## src/rtl/bbr_pkg.sv

```systemverilog
package bbr_pkg;
  localparam int NBANK = 4;
  localparam int CMD_W = 8;

  typedef enum logic [2:0] {
    ST_IDLE  = 3'd0,
    ST_PROG  = 3'd1,
    ST_ERASE = 3'd2,
    ST_SUSP  = 3'd3,
    ST_SPROG = 3'd4
  } bank_st_e;

  localparam logic [CMD_W-1:0] OP_PROG    = 8'hA0;
  localparam logic [CMD_W-1:0] OP_SERASE  = 8'h80;
  localparam logic [CMD_W-1:0] OP_CERASE  = 8'h10;
  localparam logic [CMD_W-1:0] OP_BYP_ON  = 8'h20;
  localparam logic [CMD_W-1:0] OP_BYP_OFF = 8'h90;
  localparam logic [CMD_W-1:0] OP_SUSPEND = 8'hB0;
  localparam logic [CMD_W-1:0] OP_RESUME  = 8'h30;
endpackage

```

## src/rtl/bbr_bank_decode.sv

```systemverilog
module bbr_bank_decode #(
  parameter int BA_W = 3
) (
  input  logic [BA_W-1:0]          baddr,
  output logic [bbr_pkg::NBANK-1:0] onehot
);
  // Uneven split: the extreme codes get their own bank, the rest is
  // halved by the top bit.
  always_comb begin
    onehot = '0;
    if (baddr == '0)            onehot[0] = 1'b1;
    else if (&baddr)            onehot[3] = 1'b1;
    else if (!baddr[BA_W-1])    onehot[1] = 1'b1;
    else                        onehot[2] = 1'b1;
  end
endmodule

```

## src/rtl/bbr_bank_ctl.sv

```systemverilog
module bbr_bank_ctl
  import bbr_pkg::*;
#(
  parameter int LONG_SEQ  = 4,
  parameter int SHORT_SEQ = 2
) (
  input  logic             clk,
  input  logic             rst_n,
  input  logic             sel,
  input  logic             rd,
  input  logic             wr,
  input  logic [CMD_W-1:0] cmd,
  input  logic             done,
  input  logic             chip_go,
  output bank_st_e         st,
  output logic             byp,
  output logic             busy,
  output logic             chip_req,
  output logic             err
);
  localparam int CNT_W = (LONG_SEQ > 2) ? $clog2(LONG_SEQ) : 1;
  localparam logic [CNT_W-1:0] LAST_LONG  = CNT_W'(LONG_SEQ - 1);
  localparam logic [CNT_W-1:0] LAST_SHORT = CNT_W'(SHORT_SEQ - 1);

  logic [CNT_W-1:0] cnt;
  logic [CMD_W-1:0] op_q;
  logic [CNT_W-1:0] last_idx;
  logic             wr_hit, rd_hit, known, fire, suspend_ok;

  always_comb begin
    busy       = (st == ST_PROG) || (st == ST_ERASE) || (st == ST_SPROG);
    wr_hit     = sel && wr && !rd;
    rd_hit     = sel && rd;
    last_idx   = byp ? LAST_SHORT : LAST_LONG;
    known      = (cmd == OP_PROG) || (cmd == OP_SERASE) || (cmd == OP_CERASE) ||
                 (cmd == OP_BYP_ON) || (cmd == OP_BYP_OFF);
    fire       = wr_hit && !busy && (cnt != '0) && (cnt == last_idx);
    suspend_ok = (st == ST_ERASE) && (cmd == OP_SUSPEND);
    chip_req   = fire && (st == ST_IDLE) && (op_q == OP_CERASE);
    err        = wr_hit && busy && !suspend_ok;
  end

  always_ff @(posedge clk or negedge rst_n) begin
    if (!rst_n) begin
      st   <= ST_IDLE;
      byp  <= 1'b0;
      cnt  <= '0;
      op_q <= '0;
    end else if (chip_go) begin
      st  <= ST_ERASE;
      cnt <= '0;
    end else begin
      if (rd_hit) begin
        cnt <= '0;                          // interrupted sequence
      end else if (wr_hit) begin
        if (busy) begin
          if (suspend_ok) st <= ST_SUSP;    // R8, others rejected
        end else if (cnt == '0) begin
          if (st == ST_SUSP && cmd == OP_RESUME) begin
            st <= ST_ERASE;
          end else if (known) begin
            op_q <= cmd;
            cnt  <= CNT_W'(1);
          end
        end else if (fire) begin
          cnt <= '0;
          if (st == ST_IDLE) begin
            case (op_q)
              OP_PROG:    st  <= ST_PROG;
              OP_SERASE:  st  <= ST_ERASE;
              OP_BYP_ON:  byp <= 1'b1;
              OP_BYP_OFF: byp <= 1'b0;
              default:    ;
            endcase
          end else if (st == ST_SUSP && op_q == OP_PROG) begin
            st <= ST_SPROG;
          end
        end else begin
          cnt <= cnt + 1'b1;
        end
      end
      if (done) begin
        case (st)
          ST_PROG, ST_ERASE: st <= ST_IDLE;
          ST_SPROG:          st <= ST_SUSP;
          default:           ;
        endcase
      end
    end
  end
endmodule

```

## src/rtl/bbr_read_route.sv

```systemverilog
module bbr_read_route #(
  parameter int DATA_W = 16
) (
  input  logic                            rd,
  input  logic [bbr_pkg::NBANK-1:0]       bank_sel,
  input  logic [bbr_pkg::NBANK-1:0]       busy,
  input  logic [bbr_pkg::NBANK-1:0][2:0]  st_vec,
  input  logic [bbr_pkg::NBANK-1:0]       byp,
  input  logic [DATA_W-1:0]               array_rdata,
  output logic [DATA_W-1:0]               rd_data,
  output logic                            status_sel
);
  logic [2:0] sst;
  logic       sbyp;

  always_comb begin
    sst  = '0;
    sbyp = 1'b0;
    for (int i = 0; i < bbr_pkg::NBANK; i++) begin
      if (bank_sel[i]) begin
        sst  = st_vec[i];
        sbyp = byp[i];
      end
    end
    status_sel = rd && ((bank_sel & busy) != '0);
    rd_data    = status_sel ? {{(DATA_W-4){1'b0}}, sbyp, sst} : array_rdata;
  end
endmodule

```

## src/rtl/bank_busy_router.sv

```systemverilog
module bank_busy_router
  import bbr_pkg::*;
#(
  parameter int BA_W      = 3,
  parameter int DATA_W    = 16,
  parameter int LONG_SEQ  = 4,
  parameter int SHORT_SEQ = 2
) (
  input  logic              clk,
  input  logic              rst_n,
  input  logic              host_rd,
  input  logic              host_wr,
  input  logic [BA_W-1:0]   host_baddr,
  input  logic [CMD_W-1:0]  host_cmd,
  input  logic [DATA_W-1:0] array_rdata,
  input  logic [NBANK-1:0]  op_done,
  output logic [DATA_W-1:0] rd_data,
  output logic              status_sel,
  output logic [NBANK-1:0]  bank_sel,
  output logic [NBANK-1:0]  bank_busy,
  output logic              wr_err
);
  bank_st_e                st [NBANK];
  logic [NBANK-1:0][2:0]   st_vec;
  logic [NBANK-1:0]        byp, chip_req, err, idle;
  logic                    chip_go, chip_err;

  bbr_bank_decode #(.BA_W(BA_W)) u_dec (
    .baddr  (host_baddr),
    .onehot (bank_sel)
  );

  for (genvar g = 0; g < NBANK; g++) begin : g_bank
    bbr_bank_ctl #(.LONG_SEQ(LONG_SEQ), .SHORT_SEQ(SHORT_SEQ)) u_ctl (
      .clk      (clk),
      .rst_n    (rst_n),
      .sel      (bank_sel[g]),
      .rd       (host_rd),
      .wr       (host_wr),
      .cmd      (host_cmd),
      .done     (op_done[g]),
      .chip_go  (chip_go),
      .st       (st[g]),
      .byp      (byp[g]),
      .busy     (bank_busy[g]),
      .chip_req (chip_req[g]),
      .err      (err[g])
    );
    assign st_vec[g] = st[g];
    assign idle[g]   = (st[g] == ST_IDLE);
  end

  // Whole-device erase only when every bank is idle
  assign chip_go  = (chip_req != '0) && (&idle);
  assign chip_err = (chip_req != '0) && !(&idle);

  always_ff @(posedge clk or negedge rst_n) begin
    if (!rst_n) wr_err <= 1'b0;
    else        wr_err <= (err != '0) || chip_err;
  end

  bbr_read_route #(.DATA_W(DATA_W)) u_route (
    .rd          (host_rd),
    .bank_sel    (bank_sel),
    .busy        (bank_busy),
    .st_vec      (st_vec),
    .byp         (byp),
    .array_rdata (array_rdata),
    .rd_data     (rd_data),
    .status_sel  (status_sel)
  );
endmodule

```

## config.mk

```make
export PLATFORM = sky130hd
export DESIGN_NAME = bank_busy_router
export DESIGN_NICKNAME = d
export VERILOG_FILES = /design/src/rtl/bbr_pkg.sv /design/src/rtl/bbr_bank_decode.sv /design/src/rtl/bbr_bank_ctl.sv /design/src/rtl/bbr_read_route.sv /design/src/rtl/bank_busy_router.sv
export SDC_FILE = /design/constraint.sdc
export NUM_CORES = 1
export LEC_CHECK = 0
export BUFFER_PORTS_ARGS = -buffer_cell sky130_fd_sc_hd__buf_2
export CORE_ASPECT_RATIO = 0.5
export CORE_MARGIN = 5
export CORE_UTILIZATION = 50
export CTS_CLUSTER_DIAMETER = 40
export DETAILED_ROUTE_END_ITERATION = 10
export PLACE_DENSITY = 0.72
export SYNTH_ARGS = -nofsm -noshare
export SYNTH_HDL_FRONTEND = slang
export SYNTH_SLANG_ARGS = --single-unit
```

## constraint.sdc

```tcl
create_clock -name clk -period 6.5 [get_ports clk]
set_input_delay 0.975 -clock clk [delete_from_list [all_inputs] [get_ports clk]]
set_output_delay 0.975 -clock clk [all_outputs]
set_load 0.03 [all_outputs]
```

# After elaboration in Yosys (flattened, before gate mapping)
# Cells that the tools add are included.
[totals]
register_bits = 57
latch_bits = 0
mem_bits_rw = 0
romBits = 0
inputBits = 35
output_inout_bits = 26
elab_cells = 322
n_memories = 0
[op_classes]
add_sub_neg = 4
mul = 0
div_mod_pow = 0
magnitude_cmp = 0
eq_ne = 59
shift = 0
n_mux = 104
bitwise = 18
reduce_logical = 120
[op_table]
columns = ["cell", "n"]
rows = [
  ["2-to-1 mux 3 bit", 49],
  ["== test 8 bit (second input constant)", 16],
  ["2-to-1 mux 2 bit", 34],
  ["logical AND 1 bit", 55],
  ["== test 8 x 6 -> 1 bit (second input constant)", 6],
  ["case mux 3 bit (2 select lines)", 8],
  ["== test 8 x 5 -> 1 bit (second input constant)", 5],
  ["AND reduction 8 bit", 4],
  ["inequality test 4 x 3 -> 1 bit (second input constant)", 7],
  ["AND reduction 7 bit", 4],
  ["== test 3 x 2 -> 1 bit (second input constant)", 8],
  ["AND reduction 4 bit", 5],
  ["inverter 1 bit", 17],
  ["2-to-1 mux 16 bit", 1],
  ["nonzero test 2 bit", 8],
  ["zero test 3 bit", 5],
  ["logical OR 1 bit", 13],
  ["== test 3 x 1 -> 1 bit (second input constant)", 4],
  ["== test 3 bit (second input constant)", 4],
  ["inequality test 3 bit (second input constant)", 4],
  ["nonzero test 3 bit", 4],
  ["nonzero test 4 bit", 3],
  ["zero test 1 bit", 10],
  ["adder 2 x 1 -> 2 bit (second input constant)", 4],
  ["other kinds (8)", 27],
]

# Depth between registers and ports, before layout
# Gate-level depths: netlist of the first run.
[depth]
word_depth = 16
ltp_mapped = 9
mapped_depth_nobuf = 7

# Modules after synthesis
# Synthesis of the first run repeated with hierarchy kept, for this count alone.
[hier_totals]
hier_cells = 441
hier_area_um2 = 4147.7
[by_module_without_submodules]
columns = ["module", "n_inst", "cells_each", "area_per_inst_um2", "seq_area_each_um2"]
rows = [
  ["bbr_bank_ctl at g_bank[1].u_ctl ...", 2, 97, 943.4, 350.3],
  ["bbr_bank_ctl at g_bank[0].u_ctl ...", 2, 95, 907.1, 350.3],
  ["bbr_read_route", 1, 44, 344.1, 0.0],
  ["bank_busy_router", 1, 9, 73.8, 25.0],
  ["bbr_bank_decode", 1, 4, 28.8, 0.0],
]

# Least setup slack after synthesis of the first run
# No wires, ideal clock.
[synth_path]
path_type = "input port to output port"
start = "input port host_baddr[0]"
end = "output port rd_data[10]"
t_arrival_ps = 2746
t_required_ps = 5525
setup_slack_ps = 2779
cell_stages = 8
path_cell_list = "clkbuf_1 -> nand2_1 -> and2_1 -> clkbuf_1 -> a22o_1 -> o21ai_1 -> clkbuf_1 -> and2_1"
[synth_between]
elab_chain_len = 7
[synth_rtl]
columns = ["element", "line_no", "rtl"]
rows = [
  ["start, declared", "bank_busy_router.sv:13", "input logic [BA_W-1:0] host_baddr,"],
  ["AND reduction 3 bit", "bbr_bank_decode.sv:12", "else if (&baddr) onehot[3] = 1'b1;"],
  ["2-to-1 mux 2 bit", "bbr_bank_decode.sv:12", ""],
  ["2-to-1 mux 3 bit *", "bbr_bank_decode.sv:11", "if (baddr == '0) onehot[0] = 1'b1;"],
  ["via g_bank[2].u_ctl.sel", "bbr_bank_ctl.sv:9", "input logic sel,"],
  ["bitwise AND 4 bit *", "bbr_read_route.sv:25", "status_sel = rd && ((bank_sel & busy) != '0);"],
  ["nonzero test 4 bit *", "bbr_read_route.sv:25", ""],
  ["logical AND 1 bit *", "bbr_read_route.sv:25", ""],
  ["2-to-1 mux 16 bit *", "bbr_read_route.sv:26", "rd_data = status_sel ? {{(DATA_W-4){1'b0}}, sbyp, sst} : array_rdata;"],
  ["end, declared", "bank_busy_router.sv:17", "output logic [DATA_W-1:0] rd_data,"],
]
# The timed path passes the listed nets; every way through them passes the cells marked *.

# Worst setup path after layout of the first run
[layout_path]
start = "register g_bank[3].u_ctl.st[0]"
end = "output port rd_data[0]"
[layout_between]
elab_chain_len = 7
[layout_rtl]
columns = ["element", "line_no", "rtl"]
rows = [
  ["start, declared", "bbr_bank_ctl.sv:15", "output bank_st_e st,"],
  ["start signal, assigned", "bbr_bank_ctl.sv:45", "st <= ST_IDLE;"],
  ["start signal, assigned", "bbr_bank_ctl.sv:50", "st <= ST_ERASE;"],
  ["start signal, assigned", "bbr_bank_ctl.sv:57", "if (suspend_ok) st <= ST_SUSP;"],
  ["== test 3 x 1 -> 1 bit or == test 3 x 2 -> 1 bit (tied branches)", "bbr_bank_ctl.sv:31", "busy = (st == ST_PROG) || (st == ST_ERASE) || (st == ST_SPROG);"],
  ["logical OR 1 bit (2 in a row)", "bbr_bank_ctl.sv:31", ""],
  ["bitwise AND 4 bit", "bbr_read_route.sv:25", ""],
  ["nonzero test 4 bit", "bbr_read_route.sv:25", ""],
  ["logical AND 1 bit", "bbr_read_route.sv:25", ""],
  ["2-to-1 mux 16 bit *", "bbr_read_route.sv:26", ""],
]
# Every way passes the cells marked *; elsewhere a longest branch is shown, timed or not.

==> reports/metrics.csv, run 1 <==
stage;metric;value;unit
status;outcome;complete, no violations;
yosys;synthFlopType;dfrtp_1;
yosys;yosysTopAreaCell;dfrtp_1;
floorplanning;io-pin-count;61;
yosys;synth_edf_count;0;
yosys;syn-cell-area;0.00396;mm2
drt;num_vias;3502;
pwr;internal-power;0.723;mW
pwr;irDropWorstVdd;165;uV
sta;maxSlewViolCount;0;
job;max-cap-violations;0;
yosys;syn_inst;440;
final_layout;multi_input_area;0.00229;mm2
sta;min_period;3.99;ns
yosys;yosys.area.top_type_share;36.0;%
drt;drc;0;
sta;worstMarginPinSlew;1.15;ns
final_layout;fin_nets;521;
pwr;leakagePower;2.01;nW
clock_tree;cts_tree;built;
global_routing;grt_pass1_wl;17300;um
pwr;power_switching;0.292;mW
worst_hold_path;hold_path.class;reg2reg;
sta;hold_violations;0;
final_layout;n_fill_cell;655;
setup_path;crit_path_start_kind;flop;
final_layout;seq_area;0.00143;mm2
final_layout;drive_above_1_share;24.8;%
final_layout;antenna_cells;0;
clock_tree;cts_hold_buf;0;
drt;antenna_left;0;
global_routing;grt_use_total;22.9;%
setup_path;worstPathRequired;5.52;ns
floorplanning;die_h;72.9;um
yosys;ys_ff_latch;57;
setup_path;cp_cell_sequence;xnor2_1 -> o21ai_1 -> a22o_1 -> o21ai_1 -> mux2_2 -> buf_2;
setup_path;slowest_stage;o21ai_1;
sta;post-route-period-util;61.3;%
placed_design;placement.io_buffers;60;
sta;holdWs;0.477;ns
clock_tree;cts-root-buf;clkbuf_16;
clock_tree;cts_buffers;9;
floorplanning;placeableCoreArea;0.00751;mm2
placed_design;gp_congestion;0.919;
clock_tree;cts.reportedPaths.clkPinSlew;0.05;ns
drt;wirelength;10700;um
yosys;syn-num-nets;479;
pwr;powerDensity;223;mW/mm2
sta;setup_viol;0;
setup_path;worst-setup-path-type;reg2out;
setup_path;cp_max_fo;17;
clock_tree;cts_setup_buffers;0;
global_routing;grt_pass1_vias;3296;
clock_tree;clock_latency;0.33;ns
drt;post_drt_wl_per_cell;18.1;um
yosys;yosysWarnings;0;
global_routing;grt_overflow;0;
floorplanning;fp-row-count;22;
setup_path;max_stage_delay;0.69;ns
sta;fin_skew;0.00594;ns
global_routing;grt_max_degree;58;
floorplanning;start_util;52.7;%
clock_tree;clock-sinks;57;
pwr;netSwitchingFraction;28.8;%
yosys;yosys-top-cells-count;dfrtp_1 (57), and2_1 (33), nor3_1 (25);
drt;routed_via_density;5.89;
drt;firstDrtPassIters;4;
yosys;synthArstFlopShare;100;%
floorplanning;die_x;136;um
placed_design;dp_hpwl;7840;um
clock_tree;post_cts_resized;0;
clock_tree;htreeDepth;3;
pwr;power_frac_comb;15.7;%
sta;tns;0;ns
yosys;synthTopCellsByArea;dfrtp_1 (36%), and2_1 (5.2%), mux2_2 (5.1%), nor3_1 (3.2%), a21oi_1 (2.4%);
pwr;seqPwrFrac;37.6;%
yosys;synthDistinctLibCells;71;
sta;rsz0062_at_grt;false;
sta;max_slew_margin;22.8;%
pwr;clkPwrFrac;46.8;%
clock_tree;clockBufferDepth;2;
drt;drt_iter0_markers;318;
setup_path;critPathArrivalTime;3.01;ns
final_layout;syn_to_final_growth;15.1;%
floorplanning;die_area;0.00990;mm2
sta;achievable-frequency;251;MHz
yosys;yosysSeqAreaShare;36.0;%
yosys;yosysMostFrequentCell;dfrtp_1;
global_routing;antenna_found_initial;0;
yosys;synth.avg_cell_area;8.99;um2
setup_path;worst_path_most_repeated_cell;o21ai_1;
setup_path;end_kind;output pin;
-- power groups by stage --
| stage | logic, mW | registers, mW | clock network, mW |
|---|---|---|---|
| floorplan | 0.120 | 0.374 | 0 |
| global placement | 0.155 | 0.386 | 0 |
| detailed placement | 0.158 | 0.387 | 0 |
| CTS | 0.159 | 0.380 | 0.480 |
| global route | 0.173 | 0.383 | 0.499 |
| finish | 0.159 | 0.382 | 0.475 |
-- layer usage --
metal	track usage, %	wire [um]	up-vias
li1	-	-	1711
met1	31.1	4830	1661
met2	35.0	4950	111
met3	6.75	756	19
met4	7.93	218	0
met5	0	0	-
-- kinds of logic after synthesis --
kind of cell / Yosys count / synth area share (%)
AO/OA/AOI/OAI: 93 / 16.9
XOR/XNOR: 9 / 1.99
adder cells (fa/ha/maj): 4 / 1.26
buffers and inverters: 54 / 6.13
flip-flops: 57 / 36.0
multiplexers: 27 / 7.78
AND/OR/NAND/NOR: 196 / 29.9
-- state kept, by name, summed over array words and instances, names as in the netlist --
name               flops
g_bank.u_ctl.op_q     32
g_bank.u_ctl.st       12
g_bank.u_ctl.cnt       8
g_bank.u_ctl.byp       4
wr_err                 1
-- final cells by class --
class	count	share of cell area, %
Clock buffer	11	5.33
Clock inverter	5	1.21
Inverter	21	1.73
Multi-Input combinational cell	329	50.2
Sequential cell	57	31.3
Tap cell	108	2.97
Timing Repair Buffer	64	7.25
-- worst max-delay path, delay by kind of cell (launching register included) --
kind / cells / cell delay, ns
mux: 1 / 0.41
xor+xnor: 1 / 0.27
flops: 1 / 0.52
compound gates: 3 / 1.30
buf+inv: 1 / 0.18
-- layout by cell type (no fill, tap or decap), types with 5 or more instances in the layout --
master / netlist / layout
nand3b_1: 9 / 9
and2_1: 33 / 33
nor2_1: 23 / 23
clkbuf_16: 0 / 9
and2_2: 5 / 5
nor3_1: 25 / 25
nand2b_1: 12 / 12
nor4_1: 9 / 9
a22o_1: 6 / 6
nand2_1: 16 / 16
a21oi_1: 19 / 19
inv_1: 21 / 21
or3b_2: 6 / 6
nor2b_1: 10 / 10
or4_1: 7 / 7
mux2i_1: 6 / 6
nand4_1: 6 / 6
mux2_2: 18 / 18
nand3_1: 9 / 9
buf_2: 2 / 60
dfrtp_1: 57 / 57
o21ai_0: 17 / 17
xor2_1: 5 / 5
-- through the flow --
| step | power (mW) | instances | utilization [%] | area [um2] | setup slack, ns |
|---|---|---|---|---|---|
| 2_1_floorplan | 0.494 | 440 | - | 3960 | 2.78 |
| 3_3_place_gp | 0.541 | 579 | 56.7 | 4260 | 2.60 |
| 3_5_place_dp | 0.544 | 579 | 56.7 | 4260 | 2.52 |
| 4_1_cts | 1.02 | 595 | 60.6 | 4560 | 2.51 |
| 5_1_grt | 1.05 | 595 | 60.6 | 4560 | 2.31 |
| 6_report | 1.02 | 595 | 60.6 | 4560 | 2.51 |
-- final timing paths --
check	end	slack (ns)	startpoint	cells past startpoint
min in group asynchronous	g_bank[3].u_ctl.op_q[3]	0.77	rst_n	2
hold / removal	g_bank[3].u_ctl.op_q[0]	0.48	g_bank[3].u_ctl.op_q[0]	1
hold reg to reg	g_bank[3].u_ctl.op_q[0]	0.48	g_bank[3].u_ctl.op_q[0]	1
max in group asynchronous	g_bank[2].u_ctl.st[1]	5.22	rst_n	2
setup reg to reg	g_bank[3].u_ctl.cnt[0]	3.71	g_bank[1].u_ctl.st[0]	5
setup / recovery	rd_data[0]	2.51	g_bank[3].u_ctl.st[0]	6
(Power assumes the default switching activity.)
==> run 2, diff against run 1 <==
Clock period 6.5 ns to 4 ns, I/O delays scaled along.
==> run 2 against run 1 <==
Against the previous run:
- sequential power up 62%
- design area up 0.33%
- clock-buffer cell count unchanged
- cell count unchanged
- die area unchanged
- global-route usage down 0.39 points
- combinational power up 61%
- highest routed layer unchanged
- largest power group unchanged
- sequential cell count unchanged
- routed wire length down 1.8%
- via count up 3.4%
==> reports/metrics.csv, run 2 (synthesis gave the netlist of run 1 again) <==
stage;metric;value;unit
status;outcome;complete, no violations;
pwr;powerDensity;360;mW/mm2
clock_tree;htreeDepth;3;
final_layout;mostFrequentLayoutCell;buf_2;
clock_tree;cts_hold_buf;0;
floorplanning;io-pin-count;61;
setup_path;cp_max_fo;17;
global_routing;antenna_found_initial;0;
setup_path;critPathArrivalTime;2.99;ns
floorplanning;die_h;72.9;um
global_routing;grt_overflow;0;
sta;achievable-frequency;278;MHz
clock_tree;cts_tree;built;
setup_path;cp_cell_sequence;xnor2_1 -> o21ai_1 -> a22o_1 -> o21ai_1 -> mux2_2 -> buf_2;
sta;holdWs;0.234;ns
sta;max_slew_margin;38.5;%
floorplanning;fp-row-count;22;
global_routing;grt_max_degree;36;
clock_tree;cts.reportedPaths.clkPinSlew;0.05;ns
drt;drc;0;
clock_tree;clockBufferDepth;2;
setup_path;worst-setup-path-type;reg2out;
setup_path;max_stage_delay;0.72;ns
pwr;irDropWorstVdd;232;uV
placed_design;gp_congestion;0.902;
sta;min_period;3.59;ns
drt;firstDrtPassIters;6;
sta;rsz0062_at_grt;false;
placed_design;dpl-instance-area;0.00427;mm2
floorplanning;die_x;136;um
sta;setup_viol;0;
clock_tree;cts_buffers;9;
drt;num_vias;3620;
sta;worstMarginPinSlew;0.917;ns
setup_path;end_kind;output pin;
global_routing;grt_pass1_wl;17200;um
sta;post-route-period-util;89.8;%
final_layout;reg_top3;g_bank.u_ctl.op_q: 32 flops, g_bank.u_ctl.st: 12 flops, g_bank.u_ctl.cnt: 8 flops;
floorplanning;placeableCoreArea;0.00751;mm2
global_routing;grt_pass1_vias;3297;
drt;drt_iter0_markers;362;
final_layout;largest_register_ff_count;32;
drt;antenna_left;0;
sta;fin_skew;0.0125;ns
clock_tree;cts-root-buf;clkbuf_16;
clock_tree;post_cts_resized;0;
drt;wirelength;10600;um
job;max-cap-violations;0;
clock_tree;clock_latency;0.33;ns
worst_hold_path;hold_path.class;in2async;
final_layout;antenna_cells;0;
final_layout;fin_area;0.00457;mm2
setup_path;worstPathRequired;3.40;ns
sta;maxSlewViolCount;0;
placed_design;dp_hpwl;7840;um
sta;hold_violations;0;
placed_design;place_ws;0.727;ns
final_layout;fin_nets;522;
final_layout;largest_register;g_bank.u_ctl.op_q;
drt;routed_via_density;6.08;
global_routing;grt_use_total;22.5;%
pwr;leakagePower;2.02;nW
drt;post_drt_wl_per_cell;17.7;um
setup_path;worst_path_most_repeated_cell;o21ai_1;
setup_path;slowest_stage;o21ai_1;
setup_path;crit_path_start_kind;flop;
sta;tns;0;ns
final_layout;drive_above_1_share;25.1;%
floorplanning;start_util;52.7;%
final_layout;syn_to_final_growth;15.5;%
clock_tree;clock-sinks;57;
clock_tree;cts_setup_buffers;0;
floorplanning;die_area;0.00990;mm2
placed_design;placement.io_buffers;60;
final_layout;final_cell_mix;buf_2 (60), dfrtp_1 (57), and2_1 (33);
sta;setup_ws;0.406;ns
## run 2: cell types whose count changed in the layout (fill, tap and decap cells not counted), sizes merged
cell and delta:
clkinv -2, buf +1, clkinvlp +1
## run 2: final cells by class
type	count	area (um2)
sequential	57	1430
tap	108	135
inverter	21	78.8
multi-input combinational	329	2290
timing repair buffer	65	338
fill	654	2940
clock inverter	4	52.6
clock buffer	11	253
## run 2: layer usage
metal | track usage, % | up-vias | part of all wire [%] | wire length (um)
li1 | - | 1713 | - | -
met5 | 0 | - | 0 | 0
met4 | 6.15 | 0 | 1.4 | 144
met2 | 34.3 | 120 | 46 | 4840
met1 | 30.2 | 1772 | 45 | 4720
met3 | 8.40 | 15 | 8.0 | 841
## run 2: final timing paths
| path | startpoint | slack, ns | depth (start not counted) | to |
|---|---|---|---|---|
| setup / recovery | g_bank[1].u_ctl.st[0] | 0.41 | 6 | rd_data[2] |
| hold / removal | rst_n | 0.23 | 1 | g_bank[3].u_ctl.op_q[6] |
| setup reg to reg | g_bank[2].u_ctl.st[1] | 1.24 | 5 | g_bank[1].u_ctl.cnt[0] |
| hold reg to reg | g_bank[3].u_ctl.op_q[2] | 0.48 | 1 | g_bank[3].u_ctl.op_q[2] |
| max in group asynchronous | rst_n | 2.91 | 2 | g_bank[1].u_ctl.cnt[0] |
| min in group clk | g_bank[3].u_ctl.op_q[2] | 0.48 | 1 | g_bank[3].u_ctl.op_q[2] |
## run 2: through the flow
| stage | utilization [%] | std cells | power [mW] |
|---|---|---|---|
| final | 60.8 | 595 | 1.64 |
| after global routing | 60.8 | 595 | 1.72 |
| after CTS | 60.8 | 595 | 1.66 |
| after detailed placement | 56.8 | 580 | 0.881 |
| after global placement | 56.8 | 580 | 0.879 |
| after floorplan | - | 440 | 0.803 |
## run 2: where the power goes
group / internal (mW) / switching [mW] / leakage, nW
Combinational: 0.0888 / 0.167 / 1.09
Sequential: 0.589 / 0.0287 / 0.788
Clock: 0.511 / 0.260 / 0.140
## run 2: critical path: cells and delay by family, from the launching register on
| family | cells | cell delay (ns) |
|---|---|---|
| compound gates | 3 | 1.29 |
| xor+xnor | 1 | 0.27 |
| buf+inv | 1 | 0.18 |
| flops | 1 | 0.51 |
| mux | 1 | 0.41 |
